--- src/rtl/irq_entry_pkg.sv ---
package irq_entry_pkg;
   // flag word bit positions used by acceptance and clearing rules
   localparam int FLAG_TF = 8;
   localparam int FLAG_IF = 9;
   localparam int FLAG_OF = 11;

   // number of request sources seen by the arbiter
   localparam int NUM_SRC = 5;

   typedef enum logic [2:0] {
      ST_IDLE     = 3'd0,
      ST_PUSH_FL  = 3'd1,
      ST_PUSH_CS  = 3'd2,
      ST_PUSH_IP  = 3'd3,
      ST_RD_OFS   = 3'd4,
      ST_RD_SEG   = 3'd5,
      ST_LOAD_SEG = 3'd6,
      ST_DONE     = 3'd7
   } seq_state_t;
endpackage

--- src/rtl/irq_req_arb.sv ---
module irq_req_arb
   import irq_entry_pkg::*;
#(
   parameter int TYPE_W = 8,
   parameter logic [TYPE_W-1:0] T_DIV  = 0,
   parameter logic [TYPE_W-1:0] T_STEP = 1,
   parameter logic [TYPE_W-1:0] T_NMI  = 2,
   parameter logic [TYPE_W-1:0] T_OVF  = 4
) (
   input  logic              f_if,
   input  logic              f_tf,
   input  logic              f_of,
   input  logic              div_err,
   input  logic              ovf_chk,
   input  logic              nmi_req,
   input  logic              intr_req,
   input  logic [TYPE_W-1:0] intr_type,
   output logic              take,
   output logic [TYPE_W-1:0] take_type
);
   // slot index is priority: slot 0 wins
   logic [NUM_SRC-1:0] live;
   logic [TYPE_W-1:0]  tcode [NUM_SRC];

   assign live[0]  = div_err;
   assign tcode[0] = T_DIV;
   assign live[1]  = ovf_chk & f_of;
   assign tcode[1] = T_OVF;
   assign live[2]  = nmi_req;
   assign tcode[2] = T_NMI;
   assign live[3]  = intr_req & f_if;
   assign tcode[3] = intr_type;
   assign live[4]  = f_tf;
   assign tcode[4] = T_STEP;

   always_comb begin
      take_type = '0;
      for (int i = NUM_SRC - 1; i >= 0; i--) begin
         if (live[i]) take_type = tcode[i];
      end
   end

   assign take = |live;
endmodule

--- src/rtl/irq_stack_addr.sv ---
module irq_stack_addr #(
   parameter int ADDR_W    = 20,
   parameter int WORD_W    = 16,
   parameter int SEG_SHIFT = 4,
   parameter bit FLAT      = 1'b0
) (
   input  logic [WORD_W-1:0] seg,
   input  logic [WORD_W-1:0] ofs,
   output logic [ADDR_W-1:0] phys
);
   generate
      if (FLAT) begin : g_flat
         assign phys = ADDR_W'(ofs);
      end else begin : g_seg
         if (ADDR_W < WORD_W + SEG_SHIFT) begin : g_bad_w
            $error("irq_stack_addr: ADDR_W too narrow for segment shift");
         end
         localparam int SW = WORD_W + SEG_SHIFT;
         logic [SW-1:0] seg_base;
         assign seg_base = {seg, {SEG_SHIFT{1'b0}}};
         assign phys = ADDR_W'(seg_base) + ADDR_W'(ofs);
      end
   endgenerate
endmodule

--- src/rtl/irq_seq_ctrl.sv ---
module irq_seq_ctrl
   import irq_entry_pkg::*;
#(
   parameter int WORD_W = 16,
   parameter int TYPE_W = 8
) (
   input  logic              clk,
   input  logic              rst_n,
   input  logic              boundary,
   input  logic              take,
   input  logic [TYPE_W-1:0] take_type,
   input  logic [WORD_W-1:0] flags_in,
   input  logic [WORD_W-1:0] cs_in,
   input  logic [WORD_W-1:0] ip_in,
   input  logic [WORD_W-1:0] sp_in,
   input  logic [WORD_W-1:0] ss_in,
   input  logic [WORD_W-1:0] mem_rdata,
   output seq_state_t        state,
   output logic [WORD_W-1:0] flags_r,
   output logic [WORD_W-1:0] cs_r,
   output logic [WORD_W-1:0] ip_r,
   output logic [WORD_W-1:0] sp_r,
   output logic [WORD_W-1:0] ss_r,
   output logic [TYPE_W-1:0] type_r,
   output logic [WORD_W-1:0] push_ofs,
   output logic [WORD_W-1:0] push_data
);
   assign push_ofs = sp_r - WORD_W'(2);

   always_comb begin
      unique case (state)
         ST_PUSH_FL: push_data = flags_r;
         ST_PUSH_CS: push_data = cs_r;
         ST_PUSH_IP: push_data = ip_r;
         default:    push_data = '0;
      endcase
   end

   always_ff @(posedge clk or negedge rst_n) begin
      if (!rst_n) begin
         state   <= ST_IDLE;
         flags_r <= '0;
         cs_r    <= '0;
         ip_r    <= '0;
         sp_r    <= '0;
         ss_r    <= '0;
         type_r  <= '0;
      end else begin
         unique case (state)
            ST_IDLE: begin
               if (boundary && take) begin
                  state   <= ST_PUSH_FL;
                  type_r  <= take_type;
                  flags_r <= flags_in;
                  cs_r    <= cs_in;
                  ip_r    <= ip_in;
                  sp_r    <= sp_in;
                  ss_r    <= ss_in;
               end
            end
            ST_PUSH_FL: begin
               sp_r             <= push_ofs;
               flags_r[FLAG_IF] <= 1'b0;
               state            <= ST_PUSH_CS;
            end
            ST_PUSH_CS: begin
               sp_r             <= push_ofs;
               flags_r[FLAG_TF] <= 1'b0;
               state            <= ST_PUSH_IP;
            end
            ST_PUSH_IP: begin
               sp_r  <= push_ofs;
               state <= ST_RD_OFS;
            end
            ST_RD_OFS: state <= ST_RD_SEG;
            ST_RD_SEG: begin
               ip_r  <= mem_rdata;
               state <= ST_LOAD_SEG;
            end
            ST_LOAD_SEG: begin
               cs_r  <= mem_rdata;
               state <= ST_DONE;
            end
            ST_DONE: state <= ST_IDLE;
            default: state <= ST_IDLE;
         endcase
      end
   end
endmodule

--- src/rtl/irq_entry_seq.sv ---
module irq_entry_seq
   import irq_entry_pkg::*;
#(
   parameter int ADDR_W    = 20,
   parameter int WORD_W    = 16,
   parameter int TYPE_W    = 8,
   parameter int SEG_SHIFT = 4,
   parameter bit FLAT_STACK = 1'b0,
   parameter logic [ADDR_W-1:0] VEC_BASE = '0
) (
   input  logic              clk,
   input  logic              rst_n,
   input  logic              boundary,
   input  logic              div_err,
   input  logic              ovf_chk,
   input  logic              nmi_req,
   input  logic              intr_req,
   input  logic [TYPE_W-1:0] intr_type,
   input  logic [WORD_W-1:0] flags_in,
   input  logic [WORD_W-1:0] cs_in,
   input  logic [WORD_W-1:0] ip_in,
   input  logic [WORD_W-1:0] sp_in,
   input  logic [WORD_W-1:0] ss_in,
   output logic              mem_req,
   output logic              mem_we,
   output logic [ADDR_W-1:0] mem_addr,
   output logic [WORD_W-1:0] mem_wdata,
   input  logic [WORD_W-1:0] mem_rdata,
   output logic              busy,
   output logic              done,
   output logic [TYPE_W-1:0] vec_type,
   output logic [WORD_W-1:0] flags_out,
   output logic [WORD_W-1:0] cs_out,
   output logic [WORD_W-1:0] ip_out,
   output logic [WORD_W-1:0] sp_out
);
   localparam int VEC_SPAN = TYPE_W + 2;

   generate
      if (WORD_W <= FLAG_OF) begin : g_bad_word
         $error("irq_entry_seq: WORD_W must hold the overflow flag bit");
      end
      if (ADDR_W < VEC_SPAN) begin : g_bad_vec
         $error("irq_entry_seq: ADDR_W cannot reach the vector table");
      end
   endgenerate

   logic              take;
   logic [TYPE_W-1:0] take_type;
   seq_state_t        state;
   logic [WORD_W-1:0] ss_r;
   logic [WORD_W-1:0] push_ofs;
   logic [WORD_W-1:0] push_data;
   logic [ADDR_W-1:0] stack_addr;
   logic [ADDR_W-1:0] vec_addr;
   logic              in_push;
   logic              in_read;

   irq_req_arb #(.TYPE_W(TYPE_W)) arb_i (
      .f_if      (flags_in[FLAG_IF]),
      .f_tf      (flags_in[FLAG_TF]),
      .f_of      (flags_in[FLAG_OF]),
      .div_err   (div_err),
      .ovf_chk   (ovf_chk),
      .nmi_req   (nmi_req),
      .intr_req  (intr_req),
      .intr_type (intr_type),
      .take      (take),
      .take_type (take_type)
   );

   irq_seq_ctrl #(.WORD_W(WORD_W), .TYPE_W(TYPE_W)) ctrl_i (
      .clk       (clk),
      .rst_n     (rst_n),
      .boundary  (boundary),
      .take      (take),
      .take_type (take_type),
      .flags_in  (flags_in),
      .cs_in     (cs_in),
      .ip_in     (ip_in),
      .sp_in     (sp_in),
      .ss_in     (ss_in),
      .mem_rdata (mem_rdata),
      .state     (state),
      .flags_r   (flags_out),
      .cs_r      (cs_out),
      .ip_r      (ip_out),
      .sp_r      (sp_out),
      .ss_r      (ss_r),
      .type_r    (vec_type),
      .push_ofs  (push_ofs),
      .push_data (push_data)
   );

   irq_stack_addr #(
      .ADDR_W(ADDR_W), .WORD_W(WORD_W), .SEG_SHIFT(SEG_SHIFT), .FLAT(FLAT_STACK)
   ) stk_i (
      .seg  (ss_r),
      .ofs  (push_ofs),
      .phys (stack_addr)
   );

   // entry n occupies four bytes: offset word first, segment word second
   assign vec_addr = VEC_BASE + (ADDR_W'(vec_type) << 2)
                   + ((state == ST_RD_SEG) ? ADDR_W'(2) : ADDR_W'(0));

   assign in_push = (state == ST_PUSH_FL) || (state == ST_PUSH_CS) || (state == ST_PUSH_IP);
   assign in_read = (state == ST_RD_OFS) || (state == ST_RD_SEG);

   assign mem_req   = in_push || in_read;
   assign mem_we    = in_push;
   assign mem_addr  = in_push ? stack_addr : (in_read ? vec_addr : '0);
   assign mem_wdata = push_data;
   assign busy      = (state != ST_IDLE);
   assign done      = (state == ST_DONE);
endmodule

--- config.mk ---
export PLATFORM = sky130hd
export DESIGN_NAME = irq_entry_seq
export DESIGN_NICKNAME = d
export VERILOG_FILES = /design/src/rtl/irq_entry_pkg.sv /design/src/rtl/irq_req_arb.sv /design/src/rtl/irq_stack_addr.sv /design/src/rtl/irq_seq_ctrl.sv /design/src/rtl/irq_entry_seq.sv
export SDC_FILE = /design/constraint.sdc
export NUM_CORES = 1
export LEC_CHECK = 0
export ABC_AREA = 0
export BUFFER_PORTS_ARGS = -buffer_cell sky130_fd_sc_hd__buf_2
export CORE_ASPECT_RATIO = 1.75
export CORE_UTILIZATION = 55
export CTS_BUF_LIST = sky130_fd_sc_hd__clkbuf_2
export DETAILED_ROUTE_END_ITERATION = 10
export PLACE_DENSITY = 0.95
export SETUP_SLACK_MARGIN = 0.4
export SYNTH_ARGS = -nofsm -noshare
export SYNTH_HDL_FRONTEND = slang
export SYNTH_HIERARCHICAL = 1
export SYNTH_SLANG_ARGS = --single-unit
--- constraint.sdc ---
create_clock -name clk -period 9.4 [get_ports clk]
set_input_delay 0.47 -clock clk [delete_from_list [all_inputs] [get_ports clk]]
set_output_delay 0.47 -clock clk [all_outputs]
set_load 0.05 [all_outputs]
==> results of run 1 <==
## per-layer routing
layer,up-vias,track usage (%)
li1,2702,-
met1,2709,33.2
met2,340,60.5
met3,69,7.99
met4,0,19.7
met5,-,0
## worst max-delay path by stage
stage | start | cells past startpoint | slack [ps] | end
finish | ctrl_i/sp_r[7] | 11 | 4640 | mem_addr[19]
global route | ctrl_i/sp_r[7] | 11 | 4380 | mem_addr[19]
CTS | ctrl_i/sp_r[5] | 11 | 4640 | mem_addr[19]
detailed placement | ctrl_i/sp_r[5] | 11 | 5330 | mem_addr[19]
global placement | ctrl_i/sp_r[5] | 11 | 5400 | mem_addr[19]
floorplan | ctrl_i/sp_r[4] | 12 | 5190 | mem_addr[19]
## metrics by stage
step                cells  cell area [um2]  hold slack (ps)  util, %  setup WS, ps
finish                993             6800             45.5     68.6          4640
floorplan             672             5630              174        -          5190
global route          993             6800             4.49     68.6          4380
CTS                   993             6800             7.49     68.6          4640
global placement      976             6670              464     67.3          5400
detailed placement    976             6670              474     67.3          5330
## repair_timing
item                                    in CTS  in global routing
hold endpoints to repair                    41                  0
endpoints found under the setup margin       0                  0
hold buffers                                 1                  0
buffers inserted                             0                  0
## layout make-up
type                    count  area (um2)
fillers                   787        3110
multi-input cells         523        3040
flip-flops and latches     91        2280
repair buffers            230        1180
well taps                 125         156
clock inverters             7        67.6
clock buffers               9        45.0
inverters                   8        30.0
## worst min-delay path, delay by kind of cell
family | cells | cell delay (ps)
AND/OR/NAND/NOR | 2 | 80
buffers and inverters | 1 | 70
## Yosys cell counts (9+ instances only)
| cell type | number |
|---|---|
| a21o_1 | 11 |
| nand3_1 | 9 |
| nand2_1 | 194 |
| xor2_1 | 10 |
| ha_1 | 13 |
| nor2_1 | 67 |
| mux2_2 | 16 |
| a21oi_1 | 22 |
| a22o_1 | 11 |
| dfrtp_1 | 91 |
| and2_1 | 12 |
| a22oi_1 | 17 |
| clkbuf_1 | 27 |
| a31oi_1 | 35 |
| xnor2_1 | 16 |
## sequential cells by signal, indices dropped and copies added, names as in the netlist
register and flops:
ctrl_i/cs_r 16, ctrl_i/sp_r 16, ctrl_i/state 3, ctrl_i/ip_r 16, ctrl_i/flags_r 16, ctrl_i/ss_r 16
ctrl_i/type_r 8
## kinds of logic after synthesis
family / synth area share [%]
AND/OR/NAND/NOR: 26.1
AO/OA/AOI/OAI: 17.3
flip-flops: 40.4
buffers and inverters: 5.57
XOR/XNOR: 4.04
multiplexers: 3.38
adder cells (fa/ha/maj): 3.24
==> flow_summary.ini, run 1 <==
[synthesis]
syn_nets = 797
synthCells = 672
synth_area_leaders = dfrtp_1, nand2_1, nor2_1, a31oi_1, mux2_2
synth_flop_cell = dfrtp_1
ys_seq_elements = 91
yosysSeqAreaShare_pct = 40.4
synth_top_area_share_pct = 40.4
yosysUniqueCellTypes = 67
yosys_warnings = 6
syn-mean-instance-area_um2 = 8.38
syn-cell-area_um2 = 5630
yosys.area.top_type = dfrtp_1
synth_edf_count = 0
ys_async_sr_fraction_pct = 100

[clock_network]
cts_resized = 0
cts_buffers = 9
clk_pin_slew_worst_paths_ps = 280
cts_tree = done
clock_path_buffers = 2
cts_sinks = 91
clk_latency_ps = 580
htreeDepth = 3
clockRootBuffer = clkbuf_2

[layout]
nNetsFinal = 988
final_cell_mix = buf_2, nand2_1, dfrtp_1
num_antenna_cells = 0
mostFrequentLayoutCell = buf_2
layout-drive-gt1-share_pct = 32.1
syn_to_final_growth_pct = 20.6

[critical_path]
worst-path-buf-inv = 1
cp_cell_sequence = or4_4 > nor3_1 > xor2_1 > ha_1 > a21o_1 > a21o_1 > a221o_1 > or4b_1 > o211ai_1 > and2_1 > buf_2
r2r-end = ctrl_i/ip_r[2]
crit_arrival_ps = 4290
worst_setup_path_end_kind = output pin
crit_top_cell = a21o_1
r2r_slack_ps = 6560
crit_family = simple AND/OR/NAND/NOR gates
worstSetupPathType = flip-flop to output pin
cp_max_fo = 8
worstReg2RegStart = ctrl_i/state[1]
ff2ff_path_depth = 4
startpoint_type = flip-flop
cp_slowest_stage_delay_ps = 650
required_ps = 8930
cpMaxStageDelayCell = or4_4

[flow_run]
drv_cap = 0

[drt]
wl_per_cell_um = 17.7
route.met3.wl_um = 1340
wl_met1_um = 5900
via_per_inst = 5.86
wl_um = 17500
dr_wl_met2_um = 9330
route.detailed.drc = 0
dr_total_vias = 5820
top_layer = met4
postRouteAntennaNets = 0
drt-initial-drc-count = 330
dr.pass1.iters = 5

[die]
die_h_um = 136
die_area_um2 = 10700
rows = 48
dieWidth_um = 78.5
start_util_pct = 56.9
io_pins = 223
coreArea_um2 = 9910

[sta]
drv_slew = 0
tns_ps = 0
finalHoldViolCount = 0
finalClockSkew_ps = 40.6
setup_viol = 0
slew_headroom_pct = 20.7
clock.fmax_mhz = 210
finalCritPeriodShare_pct = 50.6
period_needed_ps = 4760
worst_pin_slew_ps = 1190
rsz0062_at_grt = false

[worst_hold_path]
hold_start = flags_in[5]
hold_depth = 3
min-delay-path-class = input pin to flip-flop
hold_end = ctrl_i/flags_r[5]

[global_routing]
grt_pass1_vias = 5578
grt_max_degree = 81
grtUsageTotal_pct = 33.1
antenna_found_initial = 0
grt_pass1_wl_um = 26700
grt-ovfl-total = 0

[placed_design]
hpwl_um = 13000
port_buffers = 222
gp_congestion = 0.924

[outcome]
status = complete, no violations
Power of run 1 is not shown: default switching activity piles up to over one toggle a cycle in this logic, so the estimate is an artifact.
==> run 2, diff against run 1 <==
Settings changed: CORE_UTILIZATION 55 to 51, PLACE_DENSITY 0.95 to 0.92.
Clock period 9.4 ns to 4.9 ns, I/O delays scaled along.
==> run 2 against run 1 <==
  * Non-clock buffer count rose by 131
  * Clock skew rose by 8.4 ps
  * Sequential cell count did not move
  * Count of clock-buffer cells in the layout did not move
  * First-iteration DRC count rose by 98%
  * Die area rose by 7.7%
  * Highest routed layer unchanged
  * Register-to-register slack got worse by 5300 ps
  * Critical path depth rose by 2
  * Setup slack got worse by 4300 ps
==> flow_summary.ini, run 2 (synthesis results as in run 1) <==
[layout]
layout-drive-gt1-share_pct = 30.4
final_cell_mix = buf_2, nand2_1, dlygate4sd3_1
fillers = 643
utilization_pct = 76.7
instances_no_fill = 1129
mostFrequentLayoutCell = buf_2
syn_to_final_growth_pct = 45.6
nNetsFinal = 1119

[die]
io_pins = 223
die_h_um = 141
dieWidth_um = 81.5
die_area_um2 = 11500
coreArea_um2 = 10700
start_util_pct = 52.7
rows = 50

[clock_network]
cts_tree = done
clk_latency_ps = 580
clock_path_buffers = 2
clk_pin_slew_worst_paths_ps = 260
htreeDepth = 3
cts_buffers = 9
clockRootBuffer = clkbuf_2
cts_sinks = 91

[placed_design]
pre_cts_slack_ps = 1020
hpwl_um = 12700
port_buffers = 222
dp_cells = 982
gp_congestion = 0.987

[global_routing]
grt_pass1_vias = 6773
grtUsageTotal_pct = 38.9
grt-ovfl-total = 0
grt_pass1_wl_um = 33600
grt_max_degree = 51
antenna_found_initial = 1

[sta]
finalHoldViolCount = 0
layout_setup_ws_ps = 376
period_needed_ps = 4520
clock.fmax_mhz = 221
drv_slew = 0
rsz0062_at_grt = true
setup_viol = 0
slew_headroom_pct = 14.6
finalClockSkew_ps = 49.0
finalCritPeriodShare_pct = 92.3
tns_ps = 0
worst_pin_slew_ps = 1280

[critical_path]
worstSetupPathType = flip-flop to output pin
worstReg2RegStart = ctrl_i/state[1]
cpMaxStageDelayCell = or4b_1
cp_cell_sequence = inv_1 > ha_1 > nand2b_1 > nor4_1 > xor2_1 > ha_1 > a21o_1 > a21oi_2 > a21oi_1 > or4b_1 > o211ai_1 > and2_1 > clkbuf_4
startpoint_type = flip-flop
cp_slowest_stage_delay_ps = 530
worst_setup_path_end_kind = output pin
r2r_slack_ps = 1280
r2r-end = ctrl_i/ip_r[9]
worst-path-buf-inv = 2
required_ps = 4660
ff2ff_path_depth = 7
crit_family = simple AND/OR/NAND/NOR gates
crit_top_cell = ha_1
cp_max_fo = 6
crit_arrival_ps = 4280

[drt]
drt-initial-drc-count = 653
wl_um = 22700
dr.pass1.iters = 5
via_per_inst = 6.10
route.detailed.drc = 0
dr_total_vias = 6890
postRouteAntennaNets = 0
wl_per_cell_um = 20.1

[outcome]
status = complete, no violations

[worst_hold_path]
hold_depth = 3
hold_start = sp_in[15]
hold_end = ctrl_i/sp_r[15]
min-delay-path-class = input pin to flip-flop

[flow_run]
drv_cap = 0
-- run 2: worst min-delay path, stage by stage --
cell and delay [ps]:
buf_2 90, o22a_1 130, o21a_1 100
-- run 2: how the worst max path moves through the flow --
stage	from	endpoint	cells after the start
5_1_grt	ctrl_i/sp_r[1]	mem_addr[19]	13
4_1_cts	ctrl_i/sp_r[5]	mem_addr[19]	11
2_1_floorplan	ctrl_i/sp_r[4]	mem_addr[19]	12
3_5_place_dp	ctrl_i/sp_r[5]	mem_addr[19]	11
6_report	ctrl_i/sp_r[1]	mem_addr[19]	13
3_3_place_gp	ctrl_i/sp_r[5]	mem_addr[19]	11
-- run 2: final cells by class --
cell class                 instances  area (um2)  share of cell area (%)
antenna                            1        2.50                  0.0305
timing repair buffer             361        2470                    30.1
tap                              130         163                    1.98
clock buffer                       9        45.0                   0.549
multi-input combinational        523        3120                    38.0
inverter                           8        30.0                   0.366
sequential                        91        2280                    27.8
clock inverter                     6        91.3                    1.11
-- run 2: routing by layer --
metal  global-route usage, %  part of all wire, %  vias up
met2                    65.0                   52      557
met4                    30.4                  7.7        0
met5                       0                    0        -
met1                    41.3                   33     3200
met3                    7.96                  8.0      166
li1                        -                    -     2967
-- run 2: what timing repair did --
action | in CTS | in global routing
resized for setup | 3 | 18
hold buffers | 123 | 0
endpoints found under the hold margin | 128 | 0
gates cloned | 0 | 0
buffers inserted | 0 | 8
pin swaps | 0 | 3
setup endpoints to repair | 2 | 7
-- run 2: per-stage QoR --
| stage | instance area [um2] | hold WS, ps |
|---|---|---|
| after floorplan | 5630 | -50.6 |
| after global placement | 6690 | 278 |
| after detailed placement | 6690 | 280 |
| after CTS | 8070 | 7.40 |
| after global routing | 8210 | 7.32 |
| final | 8210 | 47.7 |
Power of run 2 is left out for the same reason.
==> run 3, diff against run 2 <==
Settings changed: CORE_UTILIZATION 51 to 35, PLACE_DENSITY 0.92 to 0.7.
Clock period 4.9 ns to 4.56 ns, I/O delays scaled along.
==> run 3 against run 2 <==
  * The run now ends with DRC left
  * Count of clock-buffer cells in the layout stayed put
  * Core utilization is 22 points lower
  * Non-clock buffer count rose by 30
  * Clock skew down 14 ps
  * Sequential cell count stayed put
  * Global-route usage shrank 14 points
  * First-iteration DRC count decreased by 48%
  * Hold slack improved by 76 ps
  * Design area is 6.0% higher
  * Wire length down 6.4%
  * Register-to-register slack gained 250 ps
  * Critical endpoint unchanged
==> flow_summary.ini, run 3 (synthesis results as in run 1) <==
[power_and_ir_drop]
powerDensity_nw_per_um2 = 912
power_mw = 7.93
leakagePower_nw = 4.37
ir_drop_v = 0.000469

[die]
coreArea_um2 = 15800
die_h_um = 170
io_pins = 223
die_area_um2 = 16600
dieWidth_um = 97.9
rows = 61
start_util_pct = 35.7

[sta]
period_needed_ps = 4410
drv_slew = 0
rsz0062_at_grt = true
finalClockSkew_ps = 35.1
setup_viol = 0
slew_headroom_pct = 16.9
tns_ps = 0
finalCritPeriodShare_pct = 96.7
worst_pin_slew_ps = 1240
finalHoldViolCount = 0
clock.fmax_mhz = 227

[layout]
final_cell_mix = buf_2, nand2_1, dlygate4sd3_1
syn_to_final_growth_pct = 54.3
layout-drive-gt1-share_pct = 33.5
mostFrequentLayoutCell = buf_2
instances_no_fill = 1220
nNetsFinal = 1149

[global_routing]
grt_pass1_vias = 6668
grt_use_met2_pct = 48.3
grtUsageTotal_pct = 25.0
grt_max_degree = 51
grt_pass1_wl_um = 32700
use_met3_pct = 3.33
busiest_layer = met2
antenna_found_initial = 2
grt-ovfl-total = 0
grt_util_met1_pct = 24.7

[placed_design]
gp_congestion = 0.867
port_buffers = 222
hpwl_um = 13400
dp_cells = 1041

[critical_path]
r2r-end = ctrl_i/ip_r[10]
startpoint_type = flip-flop
crit_end = mem_addr[19]
worst_setup_path_end_kind = output pin
worstReg2RegStart = ctrl_i/state[0]
r2r_slack_ps = 1530
crit_start = ctrl_i/sp_r[5]
worstSetupPathType = flip-flop to output pin
required_ps = 4330
cp_max_fo = 8
crit_arrival_ps = 4180
ff2ff_path_depth = 7

[outcome]
status = finished, violations left
violations = DRC

[clock_network]
clk_latency_ps = 590
cts_tree = done
clk_pin_slew_worst_paths_ps = 270
clock_path_buffers = 2
htreeDepth = 3
clockRootBuffer = clkbuf_2
cts_buffers = 9
cts_sinks = 91

[flow_run]
drv_cap = 0

[drt]
route.detailed.drc = 11
drt-initial-drc-count = 337
wl_um = 21300
wl_per_cell_um = 17.4
via_per_inst = 5.41
postRouteAntennaNets = 0
dr.pass1.iters = 9
dr_total_vias = 6606

[worst_hold_path]
min-delay-path-class = input pin to async pin
run 3: cell types whose count changed in the layout (fill, tap and decap cells not counted), moves of 3 or more:
cell and delta:
clkinvlp_4 -3, xnor2_1 -3, buf_6 +5, a21oi_1 -3, buf_4 +20, buf_2 -5, a21oi_2 +3, dlygate4sd3_1 +8
xnor2_2 +3
run 3: metrics by stage:
| stage | utilization (%) | area [um2] | hold WS, ps | setup WS [ps] |
|---|---|---|---|---|
| 2_1_floorplan | - | 5630 | -67.6 | 587 |
| 3_3_place_gp | 42.8 | 6760 | 241 | 721 |
| 3_5_place_dp | 42.8 | 6760 | 245 | 696 |
| 4_1_cts | 53.7 | 8480 | 66.8 | 222 |
| 5_1_grt | 55.0 | 8700 | 141 | 42.9 |
| 6_report | 55.0 | 8700 | 124 | 151 |
run 3: area by class of cell:
type                    count  area [um2]
diodes                      2        5.00
clock buffers               9        45.0
clock inverters             7         116
fillers                  1367        7100
inverters                   8        30.0
multi-input cells         523        3210
flip-flops and latches     91        2280
well taps                 189         236
repair buffers            391        2770
run 3: power breakdown:
part	leakage, nW	switching [mW]	internal [mW]	total, mW
Combinational	3.19	3.83	2.04	5.88
Clock	0.0935	0.302	0.235	0.537
Sequential	1.08	0.343	1.18	1.52
Total	4.37	4.48	3.45	7.93
run 3: worst max-delay path, cell delays in order (launching register included):
cell	delay, ps
dfrtp_2	490
or4_4	640
nor3_4	250
xor2_1	190
ha_1	280
a21o_1	180
a21o_1	170
a221o_1	360
or4b_1	500
o211ai_1	150
and2_1	200
buf_6	170
run 3: per-layer routing:
metal  wire length, um  share of wire [%]
met1              7490                 35
met2             11800                 55
met3               967                4.5
met4              1030                4.8
met5                 0                  0
run 3: worst min path at each step:
| stage | startpoint | endpoint | slack, ps | cells after the start |
|---|---|---|---|---|
| floorplan | rst_n | ctrl_i/cs_r[0] | -70 | 0 |
| global placement | rst_n | ctrl_i/sp_r[0] | 240 | 1 |
| detailed placement | rst_n | ctrl_i/sp_r[0] | 250 | 1 |
| CTS | rst_n | ctrl_i/flags_r[4] | 70 | 2 |
| global route | rst_n | ctrl_i/flags_r[4] | 140 | 2 |
| finish | rst_n | ctrl_i/flags_r[4] | 120 | 2 |
run 3: timing repair:
item | 4_1_cts | 5_1_grt
pin swaps | 16 | 23
hold buffers | 131 | 0
hold endpoints to repair | 130 | 0
buffers inserted | 19 | 11
resized for setup | 30 | 30
setup endpoints to repair | 9 | 11
Note: power is estimated with default switching activity, not from simulation.
